### config.mk
export PLATFORM = sky130hd
export DESIGN_NAME = flp_decoder
export DESIGN_NICKNAME = d
export VERILOG_FILES = /design/src/rtl/flp_decoder.sv
export SDC_FILE = /design/constraint.sdc
export NUM_CORES = 1
export LEC_CHECK = 0
export BUFFER_PORTS_ARGS = -buffer_cell sky130_fd_sc_hd__buf_2
export CORE_AREA = 4 4 61 63
export CTS_CLUSTER_DIAMETER = 200
export DETAILED_ROUTE_END_ITERATION = 16
export DIE_AREA = 0 0 65 67
export PLACE_DENSITY = 0.81
export SLEW_MARGIN = 20
export SYNTH_ARGS = -nofsm -noshare
export SYNTH_HDL_FRONTEND = slang
export SYNTH_SLANG_ARGS = --single-unit
### constraint.sdc
create_clock -name clk -period 5 [get_ports clk]
set_clock_uncertainty 0.15 [all_clocks]
set_input_delay 1 -clock clk [delete_from_list [all_inputs] [get_ports clk]]
set_output_delay 1 -clock clk [all_outputs]
set_load 0.02 [all_outputs]
### src/rtl/flp_decoder.sv
module flp_decoder #(
  parameter int DATA_MIN = 4,
  parameter int DATA_MAX = 10,
  parameter int CLK_MAX  = 20,
  parameter int WORD_W   = 16
) (
  input  logic              clk,
  input  logic              rst_n,
  input  logic              pulse_i,
  output logic [WORD_W-1:0] word_o,
  output logic              word_vld_o,
  output logic              err_o
);

  localparam int NCLK  = WORD_W + 1;
  localparam int GAP_W = $clog2(CLK_MAX + 1);
  localparam int CNT_W = $clog2(NCLK + 2);

  localparam logic [GAP_W-1:0] G_DMIN = GAP_W'(DATA_MIN);
  localparam logic [GAP_W-1:0] G_DMAX = GAP_W'(DATA_MAX);
  localparam logic [GAP_W-1:0] G_CMAX = GAP_W'(CLK_MAX);
  localparam logic [CNT_W-1:0] C_FULL = CNT_W'(NCLK);

  logic              active;
  logic [GAP_W-1:0]  gap;
  logic [CNT_W-1:0]  nclk;
  logic              dbit;
  logic [WORD_W-1:0] shreg;

  wire in_data  = (gap >= G_DMIN) && (gap <= G_DMAX);
  wire in_clk   = (gap > G_DMAX);
  wire clk_hit  = active && pulse_i && in_clk;
  wire data_hit = active && pulse_i && in_data;
  wire timeout  = active && !pulse_i && (gap == G_CMAX);

  always_ff @(posedge clk) begin
    if (!rst_n) begin
      active     <= 1'b0;
      gap        <= '0;
      nclk       <= '0;
      dbit       <= 1'b0;
      shreg      <= '0;
      word_o     <= '0;
      word_vld_o <= 1'b0;
      err_o      <= 1'b0;
    end else begin
      word_vld_o <= 1'b0;
      err_o      <= 1'b0;
      if (!active) begin
        if (pulse_i) begin
          active <= 1'b1;
          gap    <= GAP_W'(1);
          nclk   <= CNT_W'(1);
          dbit   <= 1'b0;
        end
      end else if (timeout) begin
        active <= 1'b0;
        if (nclk == C_FULL) begin
          word_o     <= shreg;
          word_vld_o <= 1'b1;
        end else begin
          err_o <= 1'b1;
        end
      end else if (clk_hit) begin
        gap  <= GAP_W'(1);
        dbit <= 1'b0;
        if (nclk <= C_FULL) nclk <= nclk + 1'b1;
        if (nclk < C_FULL) shreg <= {dbit, shreg[WORD_W-1:1]};
      end else begin
        gap <= gap + 1'b1;
        if (data_hit) dbit <= 1'b1;
      end
    end
  end

endmodule

==> metrics.cfg <==
[placed_design]
dp.cells=250
gp_congestion=0.9099
numPortBuffers=20
dp_slack_ns=2.181
hpwl_mm=2.393
placed_cell_area_um2=2004

[timing]
grt_setup_unrepaired=no
finalSetupViolations=0
tightestPinTransition_ns=0.9306
hold_violations=0
fin_crit_ns=2.488
fin_worst_hold_slack_ns=0.3243
slew_viol_final=0
relSlewSlack_pct=37.96
fmax_mhz=401.9
tns_ns=0
setup_slack_ns=2.512
post-route-period-util_pct=49.77

[drt]
drt-pass1-iter-count=4
num_vias=1435
vias_per_cell=5.562
drt_wl_total_mm=3.496
drtAntennaViolNets=0
drcViolationCount=0
drtIter0Drc=110
wl_per_cell_um=13.55

[worst_setup_path]
required_ns=5.08
crit_chain=ha_1 > and4bb_1 > or4b_1 > mux2i_1 > nor2_1
crit_path_end_kind=flop
arrival_ns=2.57
path_class=flop to flop
max_stage_delay_ns=0.89
path_max_fanout=16
slowest_stage=or4b_1
start_kind=flop

[floorplanning]
die_x_um=65
start_util_pct=58.96
core_um2=3232
ios=21
rows=21
dieArea_um2=4355
die_h_um=67

[cells_and_area]
final_core_util_pct=63.92
final_cell_mix=46 x dfxtp_1, 33 x mux2i_1, 25 x nor2_1
final_common_cell=dfxtp_1
fin_area_um2=2066
area_delta_synth_final_pct=8.404
finalNonFillerCells=258
antenna_cells=0
final_nets=218
drive_above_1_share_pct=16.98

[power]
p_leak_nw=0.9180
finalPower_mw=0.5786
power-per-cell-area_nw_per_um2=280.1
peakVddDrop_mv=0.1501

[hold_path]
hold_class=flop to flop

[clocking]
root_buffer=clkbuf_4
h-tree-depth=2
ctsHoldBuffers=0
cts_resized=0
clock_path_buffers=2
path_clk_slew_ns=0.13
cts_setup_buffers=0
cts_tree=yes
cts_buffers=5
cts_sinks=46
clkLatencyLatePin_ns=0.36

[global_routing]
grt_first_pass_wirelength_mm=5.940
gr-usage-met3_pct=4.553
grt_overflow=0
grt_usage_pct=18.06
use_met1_pct=21.70
grt_pass1_vias=1305
grt_max_degree=24
grtUsageMet2_pct=30.40
top_usage_layer=met2
antenna_found_initial=0

[logic_synthesis]
ys_ff_latch=46
synth_ff_type=dfxtp_1
synthesis.area_um2=1906
async_flop_share_pct=0
synth_cells=192
ys_seq_area_share_pct=48.33
synth_cell_type_count=39
synth_edf_count=0
yosys_warnings=0
syn_avg_cell_area_um2=9.925
synth_nets=199

[run_status]
outcome=finished clean

[job]
cap_violations=0

## power by group
group / total [mW] / switching [mW] / internal, mW
Clock: 0.181 / 0.124 / 0.0565
Combinational: 0.0230 / 0.0156 / 0.00732
Sequential: 0.375 / 0.00527 / 0.370
## final timing paths
| path | to | cells after the start | slack [ns] | from |
|---|---|---|---|---|
| setup / recovery | word_o[15] | 5 | 2.51 | nclk[0] |
| hold / removal | shreg[0] | 2 | 0.32 | shreg[0] |
| hold reg to reg | shreg[0] | 2 | 0.32 | shreg[0] |
| setup reg to reg | word_o[15] | 5 | 2.51 | nclk[0] |
## state kept, by name, indices dropped and copies added, names as in the netlist
signal and flops:
word_vld_o 1, active 1, dbit 1, nclk 5, gap 5, word_o 16
err_o 1, shreg 16
## layer usage
| metal | share of wire, % | wire length, um | up-vias |
|---|---|---|---|
| li1 | - | - | 714 |
| met1 | 46 | 1592 | 688 |
| met2 | 49 | 1699 | 27 |
| met3 | 4.3 | 152 | 6 |
| met4 | 1.5 | 52 | 0 |
| met5 | 0 | 0 | - |
## critical path: cells and delay by family, from the launching register on
kind	cells	cell delay, ns
adder cells (fa/ha/maj)	1	0.20
flip-flops	1	0.46
multiplexers	1	0.32
AND/OR/NAND/NOR	3	1.23
## cell families (layout without fill, tap and decap cells)
kind of cell / Yosys count / count (layout) / synth area share [%]
simple gates: 66 / 66 / 16.87
flops: 46 / 46 / 48.33
mux: 33 / 33 / 17.33
compound gates: 26 / 26 / 9.521
buf+inv: 16 / 36 / 4.859
fa+ha+maj: 4 / 4 / 2.627
xor+xnor: 1 / 1 / 0.4597
## area by class of cell
cell class	instances	area, um2
multi-input cells	130	892.1
fillers	277	1166
flip-flops and latches	46	920.9
clock buffers	5	37.54
well taps	46	57.56
inverters	7	26.28
clock inverters	3	23.77
repair buffers	21	107.6
## synthesized netlist by cell type, types with 2 or more instances
| cell type | number | area share (%) |
|---|---|---|
| inv_1 | 7 | 1.4 |
| o21ai_0 | 5 | 1.3 |
| a21oi_1 | 6 | 1.6 |
| clkbuf_1 | 5 | 0.99 |
| or3_1 | 4 | 1.3 |
| nor2_1 | 25 | 4.9 |
| nand3_1 | 2 | 0.53 |
| nand4_1 | 2 | 0.66 |
| ha_1 | 4 | 2.6 |
| buf_6 | 2 | 1.2 |
| mux2i_1 | 33 | 17 |
| nand2_1 | 22 | 4.3 |
| dfxtp_1 | 46 | 48 |
| a31oi_1 | 3 | 0.99 |
| o211ai_1 | 2 | 0.79 |
(Power assumes the default switching activity.)
